$ cat config.mk
export PLATFORM = sky130hd
export DESIGN_NAME = ssp_top
export DESIGN_NICKNAME = d
export VERILOG_FILES = /design/src/rtl/ssp_pkg.sv /design/src/rtl/ssp_ctrl.sv /design/src/rtl/ssp_dp.sv /design/src/rtl/ssp_top.sv
export SDC_FILE = /design/constraint.sdc
export NUM_CORES = 1
export LEC_CHECK = 0
export BUFFER_PORTS_ARGS = -buffer_cell sky130_fd_sc_hd__clkbuf_2
export CAP_MARGIN = 15
export CORE_ASPECT_RATIO = 1.5
export CORE_MARGIN = 3
export CORE_UTILIZATION = 50
export DETAILED_ROUTE_END_ITERATION = 8
export PLACE_DENSITY = 0.75
export SYNTH_ARGS = -nofsm -noshare
export SYNTH_HDL_FRONTEND = slang
export SYNTH_SLANG_ARGS = --single-unit
$ cat constraint.sdc
create_clock -name clk -period 1.6 [get_ports clk]
set_input_delay 0.24 -clock clk [delete_from_list [all_inputs] [get_ports clk]]
set_output_delay 0.24 -clock clk [all_outputs]
set_load 0.005 [all_outputs]
$ cat src/rtl/ssp_pkg.sv
`timescale 1ns/1ps
package ssp_pkg;

  // Strobes from the sequencer to the datapath, one cycle wide except txActive.
  typedef struct packed {
    logic loadTx;    // capture write data into the shifter, begin sending
    logic armRx;     // clear the shifter, begin receiving
    logic sampleIn;  // take one input bit (edge where shift clock rises)
    logic shiftOut;  // advance to the next output bit
    logic doneTx;    // last output bit finished
    logic doneRx;    // last input bit finished
    logic txActive;  // a transmission owns the line
  } sspStrobes_t;

  typedef enum logic [1:0] {
    SEQ_IDLE = 2'd0,
    SEQ_TX   = 2'd1,
    SEQ_RX   = 2'd2
  } sspSeq_t;

endpackage

$ cat src/rtl/ssp_ctrl.sv
`timescale 1ns/1ps
module ssp_ctrl
  import ssp_pkg::*;
#(
  parameter int DATA_W     = 8,
  parameter int BIT_PERIOD = 12,
  parameter int HOLD_CYC   = 2,
  parameter int LOW_CYC    = 6
) (
  input  logic        clk,
  input  logic        rst_n,
  input  logic        wrCtrl,
  input  logic        wrBuf,
  input  logic        renWr,
  input  logic        riWr,
  output sspStrobes_t strb,
  output logic        shiftClk
);

  localparam int PH_W    = $clog2(BIT_PERIOD);
  localparam int CNT_W   = $clog2(DATA_W);
  localparam int RISE_PH = BIT_PERIOD - HOLD_CYC;
  localparam int FALL_PH = RISE_PH - LOW_CYC;
  localparam logic [PH_W-1:0]  LAST_PH   = PH_W'(BIT_PERIOD - 1);
  localparam logic [PH_W-1:0]  SAMPLE_PH = PH_W'(RISE_PH - 1);
  localparam logic [PH_W-1:0]  LOW_FROM  = PH_W'(FALL_PH);
  localparam logic [PH_W-1:0]  LOW_UNTIL = PH_W'(RISE_PH);
  localparam logic [CNT_W-1:0] LAST_BIT  = CNT_W'(DATA_W - 1);

  sspSeq_t          seq;
  logic [PH_W-1:0]  phase;
  logic [CNT_W-1:0] bitIdx;
  logic             idle;
  logic             lastSlot;
  logic             lastBit;

  assign idle     = (seq == SEQ_IDLE);
  assign lastSlot = (phase == LAST_PH);
  assign lastBit  = (bitIdx == LAST_BIT);

  always_comb begin
    strb          = '0;
    strb.loadTx   = idle && wrBuf;
    strb.armRx    = idle && wrCtrl && renWr && !riWr;
    strb.txActive = (seq == SEQ_TX);
    strb.sampleIn = (seq == SEQ_RX) && (phase == SAMPLE_PH);
    strb.shiftOut = (seq == SEQ_TX) && lastSlot && !lastBit;
    strb.doneTx   = (seq == SEQ_TX) && lastSlot && lastBit;
    strb.doneRx   = (seq == SEQ_RX) && lastSlot && lastBit;
  end

  // Low window of the shift clock inside each bit slot.
  assign shiftClk = !(!idle && (phase >= LOW_FROM) && (phase < LOW_UNTIL));

  always_ff @(posedge clk or negedge rst_n) begin
    if (!rst_n) begin
      seq    <= SEQ_IDLE;
      phase  <= '0;
      bitIdx <= '0;
    end else if (idle) begin
      phase  <= '0;
      bitIdx <= '0;
      if (strb.loadTx)     seq <= SEQ_TX;
      else if (strb.armRx) seq <= SEQ_RX;
    end else if (lastSlot) begin
      phase <= '0;
      if (lastBit) begin
        seq    <= SEQ_IDLE;
        bitIdx <= '0;
      end else begin
        bitIdx <= bitIdx + 1'b1;
      end
    end else begin
      phase <= phase + 1'b1;
    end
  end

endmodule

$ cat src/rtl/ssp_dp.sv
`timescale 1ns/1ps
module ssp_dp
  import ssp_pkg::*;
#(
  parameter int DATA_W = 8,
  parameter int TI_BIT = 1,
  parameter int RI_BIT = 0
) (
  input  logic              clk,
  input  logic              rst_n,
  input  sspStrobes_t       strb,
  input  logic              wrCtrl,
  input  logic              regAddr,
  input  logic [DATA_W-1:0] wrData,
  input  logic              dataIn,
  output logic              dataOut,
  output logic              dataOutEn,
  output logic [DATA_W-1:0] rdData,
  output logic              tiFlag,
  output logic              riFlag
);

  logic [DATA_W-1:0] shReg;
  logic [DATA_W-1:0] rxBuf;
  logic [DATA_W-1:0] ctrlReg;

  // Shifter: loads for sending, clears for receiving, moves LSB first.
  always_ff @(posedge clk or negedge rst_n) begin
    if (!rst_n) begin
      shReg <= '0;
    end else if (strb.loadTx) begin
      shReg <= wrData;
    end else if (strb.armRx) begin
      shReg <= '0;
    end else if (strb.sampleIn) begin
      shReg <= {dataIn, shReg[DATA_W-1:1]};
    end else if (strb.shiftOut) begin
      shReg <= {1'b1, shReg[DATA_W-1:1]};
    end
  end

  always_ff @(posedge clk or negedge rst_n) begin
    if (!rst_n)           rxBuf <= '0;
    else if (strb.doneRx) rxBuf <= shReg;
  end

  // Control register: software loads all bits; hardware sets after the
  // write so a completing transfer always leaves its flag raised.
  always_ff @(posedge clk or negedge rst_n) begin
    if (!rst_n) begin
      ctrlReg <= '0;
    end else begin
      if (wrCtrl)      ctrlReg         <= wrData;
      if (strb.doneTx) ctrlReg[TI_BIT] <= 1'b1;
      if (strb.doneRx) ctrlReg[RI_BIT] <= 1'b1;
    end
  end

  assign tiFlag    = ctrlReg[TI_BIT];
  assign riFlag    = ctrlReg[RI_BIT];
  assign dataOutEn = strb.txActive;
  assign dataOut   = strb.txActive ? shReg[0] : 1'b1;
  assign rdData    = regAddr ? rxBuf : ctrlReg;

endmodule

$ cat src/rtl/ssp_top.sv
`timescale 1ns/1ps
module ssp_top
  import ssp_pkg::*;
#(
  parameter int DATA_W     = 8,
  parameter int BIT_PERIOD = 12,
  parameter int HOLD_CYC   = 2,
  parameter int LOW_CYC    = 6
) (
  input  logic              clk,
  input  logic              rst_n,
  input  logic              regWrEn,
  input  logic              regAddr,
  input  logic [DATA_W-1:0] regWrData,
  output logic [DATA_W-1:0] regRdData,
  output logic              shiftClk,
  input  logic              dataIn,
  output logic              dataOut,
  output logic              dataOutEn,
  output logic              txDoneFlag,
  output logic              rxDoneFlag
);

  localparam int REN_BIT = 4;
  localparam int TI_BIT  = 1;
  localparam int RI_BIT  = 0;

  sspStrobes_t strb;
  logic        wrCtrl;
  logic        wrBuf;

  assign wrCtrl = regWrEn && !regAddr;
  assign wrBuf  = regWrEn &&  regAddr;

  ssp_ctrl #(
    .DATA_W(DATA_W), .BIT_PERIOD(BIT_PERIOD),
    .HOLD_CYC(HOLD_CYC), .LOW_CYC(LOW_CYC)
  ) u_ctrl (
    .clk      (clk),
    .rst_n    (rst_n),
    .wrCtrl   (wrCtrl),
    .wrBuf    (wrBuf),
    .renWr    (regWrData[REN_BIT]),
    .riWr     (regWrData[RI_BIT]),
    .strb     (strb),
    .shiftClk (shiftClk)
  );

  ssp_dp #(
    .DATA_W(DATA_W), .TI_BIT(TI_BIT), .RI_BIT(RI_BIT)
  ) u_dp (
    .clk       (clk),
    .rst_n     (rst_n),
    .strb      (strb),
    .wrCtrl    (wrCtrl),
    .regAddr   (regAddr),
    .wrData    (regWrData),
    .dataIn    (dataIn),
    .dataOut   (dataOut),
    .dataOutEn (dataOutEn),
    .rdData    (regRdData),
    .tiFlag    (txDoneFlag),
    .riFlag    (rxDoneFlag)
  );

endmodule

==> flow_summary.rst <==
.. list-table::
   :header-rows: 1

   * - Metric
     - Value
   * - Netlist cell types
     - 34
   * - Worst path arrival time
     - about 1.9 ns
   * - Reg-to-reg slack, setup
     - -0.08 ns
   * - Pin slew with the least headroom to its limit
     - about 0.42 ns
   * - Count of TritonRoute iterations in the first routing pass
     - 4
   * - Starting density of the core
     - 54.3%
   * - Leak
     - 0.00109 µW
   * - Pre-CTS setup slack
     - -0.100 ns
   * - Total number of clock tree sinks
     - 33
   * - Worst setup EP type
     - flip-flop
   * - Die X
     - 52.9 µm
   * - Syn_nets
     - ~160
   * - Buffers on Ports
     - 25
   * - Class of the most critical hold timing path
     - input pin to flip-flop
   * - Detailed placement HPWL
     - 2.59 mm
   * - Worst-path maximum fanout
     - 9
   * - Initial DRC Count
     - 31
   * - Reg-to-reg startpoint
     - u_ctrl.bitIdx[0]$_DFFE_PN0P_
   * - Min cycle time layout
     - 1.68 ns
   * - Area leader, netlist
     - dfrtp_1
   * - Slew Viols, Final
     - 0
   * - Endpoint required time on the critical path
     - approximately 1.8 ns
   * - Type of the worst setup path
     - flip-flop to flip-flop
   * - Achievable clock frequency
     - slightly below 600 MHz
   * - Core footprint
     - 3030 µm²
   * - Launching element type of the critical path
     - flip-flop
   * - Overall routed net length
     - approximately 3.6 mm
   * - Congestion Overflow GR
     - 0
   * - Int Pwr
     - 1930 µW
   * - Sw Pwr
     - 912 µW
   * - DR vias
     - between 1000 and 1500
   * - Worst Hold Slack
     - about 0.2 ns
   * - Cell with the largest stage delay on the worst path
     - dfrtp_1
   * - Full die area
     - just over 4000 µm²
   * - Violations in the final reports
     - setup timing
   * - Total number of placement rows
     - 24
   * - Final RePlAce weighted congestion
     - 0.776
   * - Top post-synthesis cells by area
     - dfrtp_1 50%, mux2_2 14%, a21oi_1 3.0%
   * - Part of the power in registers
     - 43.4%
   * - Die extent in y
     - roughly 76 µm
   * - Unrepaired setup endpoints after global routing
     - yes
   * - Min setup slack post-route
     - -0.0824 ns
   * - Count of yosys warnings during synthesis
     - 0
   * - Launch point of the worst hold path
     - regWrData[7]
   * - Switch share
     - 32.1%
   * - Timing startpoint of the critical path
     - u_ctrl.bitIdx[0]$_DFFE_PN0P_
   * - Total CTS buffers
     - 5
   * - H-tree level count
     - 2
   * - Buffer depth of the longest clock path
     - 2
   * - Antenna violations before repair
     - 0
   * - CTS tree
     - built
   * - Delay of the slowest cell on the worst path
     - 0.37 ns
   * - Layout cell share with drive strength beyond 1
     - approximately 46%
   * - Worst Clk Skew
     - between 0.006 and 0.007 ns
   * - Final total negative setup slack
     - -0.594 ns
   * - Largest net degree at the start of global routing
     - 34
   * - Post-route fraction of the period consumed by the critical path
     - 105%
   * - Clock-pin slew of the registers on the worst-case setup and hold paths
     - roughly 0.06 ns
   * - First-pass GRT wire length
     - 6.04 mm
   * - ANT cells
     - 0
   * - Layout Nets
     - 209
   * - Part of the total power dissipated in combinational logic
     - 34.9%
   * - Critical path buffer and inverter count
     - 1
   * - Vias in the first global route
     - 1358
   * - Mapped cell area
     - 1650 µm²
   * - CTS Root Cell
     - clkbuf_8
   * - Cell count after synthesis
     - about 140
   * - Normalized max-slew margin
     - 72.1%
   * - Max capacitance violation total
     - 0
   * - Number of cells in the design after placement
     - 215
   * - Count of non-filler cells in the finished layout
     - 231
   * - Insertion delay to the later sink of the worst-skew pair
     - 0.28 ns
   * - Via density per instance
     - 5.53
   * - Clock power share
     - roughly 22%
   * - Critical-path cell list
     - ha_2 -> ha_4 -> nand4b_4 -> nor3b_4 -> buf_12 -> mux2_2
   * - Final Setup Violations
     - 8
   * - Area share of the largest cell type after synthesis
     - between 50% and 60%
   * - Total Routing Usage GR
     - 20.3%
   * - Yosys reg bits
     - 33
   * - Average cell area after synthesis
     - 11.7 µm²
   * - Sequential cell area fraction in the yosys report
     - 50.1%
   * - Number of nets still failing antenna checks after routing
     - 0
   * - Cell family with the largest share of critical-path delay
     - flip-flops
   * - Ratio of total power to cell area
     - 1340 nW/µm²
   * - Wire length per cell
     - 15.6 µm
   * - Number of failing hold endpoints at the final stage
     - 0
   * - Top-level I/O count
     - 26
   * - Worst IR Drop VDD
     - around 0.96 mV
   * - Status
     - finished with violations
   * - Post-synthesis to final-layout area growth
     - 28.6%
   * - Number of remaining DRC errors
     - 0
==> stage by stage <==
stage / util (%) / cell area [µm²] / total power [µW]
6_report: 69.9 / 2120 / 2840
5_1_grt: 69.9 / 2120 / 3060
4_1_cts: 67.9 / 2060 / 2780
3_5_place_dp: 64.0 / 1940 / 2130
3_3_place_gp: 64.0 / 1940 / 2070
2_1_floorplan: - / 1670 / 1760
==> per-layer routing <==
layer / part of all wire, % / global-route usage [%]
met1: 38 / 21.6
met2: 56 / 34.5
met3: 3.4 / 5.68
met4: 2.3 / 11.3
met5: 0 / 0
==> final timing paths <==
kind | to | cells after the start
hold / removal | u_dp.shReg[7]$_DFFE_PN0P_ | 3
max in group asynchronous | u_ctrl.phase[3]$_DFF_PN0_ | 3
min in group asynchronous | u_dp.ctrlReg[0]$_DFFE_PN0P_ | 3
setup / recovery | u_dp.rxBuf[2]$_DFFE_PN0P_ | 6
hold reg to reg | u_dp.ctrlReg[4]$_DFFE_PN0N_ | 2
setup reg to reg | u_dp.rxBuf[2]$_DFFE_PN0P_ | 6
==> registers in the layout (all words and copies together), names as in the netlist <==
signal         cells
u_dp.ctrlReg       8
u_dp.rxBuf         8
u_dp.shReg         8
u_ctrl.phase       4
u_ctrl.bitIdx      3
u_ctrl.seq         2
==> logic make-up after synthesis <==
| logic type | after synthesis | share of synthesized area, % |
|---|---|---|
| AND/OR/NAND/NOR | 40 | 15.1 |
| flip-flops | 33 | 50.1 |
| multiplexers | 26 | 17.4 |
| AO/OA/AOI/OAI | 28 | 11.5 |
| XOR/XNOR | 1 | 0.532 |
| buffers and inverters | 9 | 2.35 |
| adder cells (fa/ha/maj) | 4 | 3.04 |
==> worst register-to-register path, stage by stage (launching register included) <==
cell and delay, ns:
dfrtp_1 0.37, ha_2 0.20, ha_4 0.16, nand4b_4 0.12, nor3b_4 0.23, buf_12 0.16
mux2_2 0.33
==> cells in the final DEF, fill, tap and decap left out, drive strengths merged <==
cell type	count
a211o	1
a211oi	2
a21o	1
a21oi	10
a22o	1
a22oi	5
and3	1
buf	23
clkbuf	32
dfrtp	33
dlygate4sd3	1
ha	4
inv	4
mux2	21
mux2i	5
nand2	4
nand2b	5
nand3b	2
nand4b	1
nor2	12
nor2b	1
nor3	10
nor3b	2
nor4bb	1
o211a	1
o211ai	1
o21ai	4
o31ai	1
o32ai	1
or2b	1
xnor2	1
==> final cells by class <==
| class | instances | area (µm²) |
|---|---|---|
| timing repair buffer | 49 | 320 |
| inverter | 4 | 15.0 |
| clock buffer | 7 | 86.3 |
| tap | 39 | 48.8 |
| fill | 228 | 913 |
| multi-input combinational | 99 | 821 |
| sequential | 33 | 828 |
==> synth_stat cells <==
cell type and number:
a211o_1 1, a211oi_1 2, a21o_1 1, a21oi_1 10, a22o_1 1, a22oi_1 5, and3_1 1, buf_1 1
buf_2 1, buf_4 1, clkbuf_1 2, dfrtp_1 33, ha_1 4, inv_1 4, mux2_2 21, mux2i_1 5
nand2_1 4, nand2b_1 5, nand3b_1 1, nand3b_4 1, nand4b_4 1, nor2_1 12, nor2b_1 1, nor3_1 10
nor3b_1 1, nor3b_4 1, nor4bb_1 1, o211a_1 1, o211ai_1 1, o21ai_0 4, o31ai_1 1, o32ai_2 1
or2b_1 1, xnor2_1 1
==> power by group through the flow <==
stage	combinational, µW	clock [µW]	sequential [µW]
after floorplan	550	0	1210
after detailed placement	887	0	1250
after global placement	840	0	1230
after global routing	1120	678	1260
final	993	617	1230
after CTS	902	638	1240
==> timing repair <==
action | CTS | global route
pin swaps | 2 | 1
endpoints found under the setup margin | 14 | 17
hold endpoints to repair | 33 | 0
gates resized for setup | 5 | 5
buffers inserted | 2 | 6
hold buffers | 1 | 0
Power figures use the tool's default switching activity.
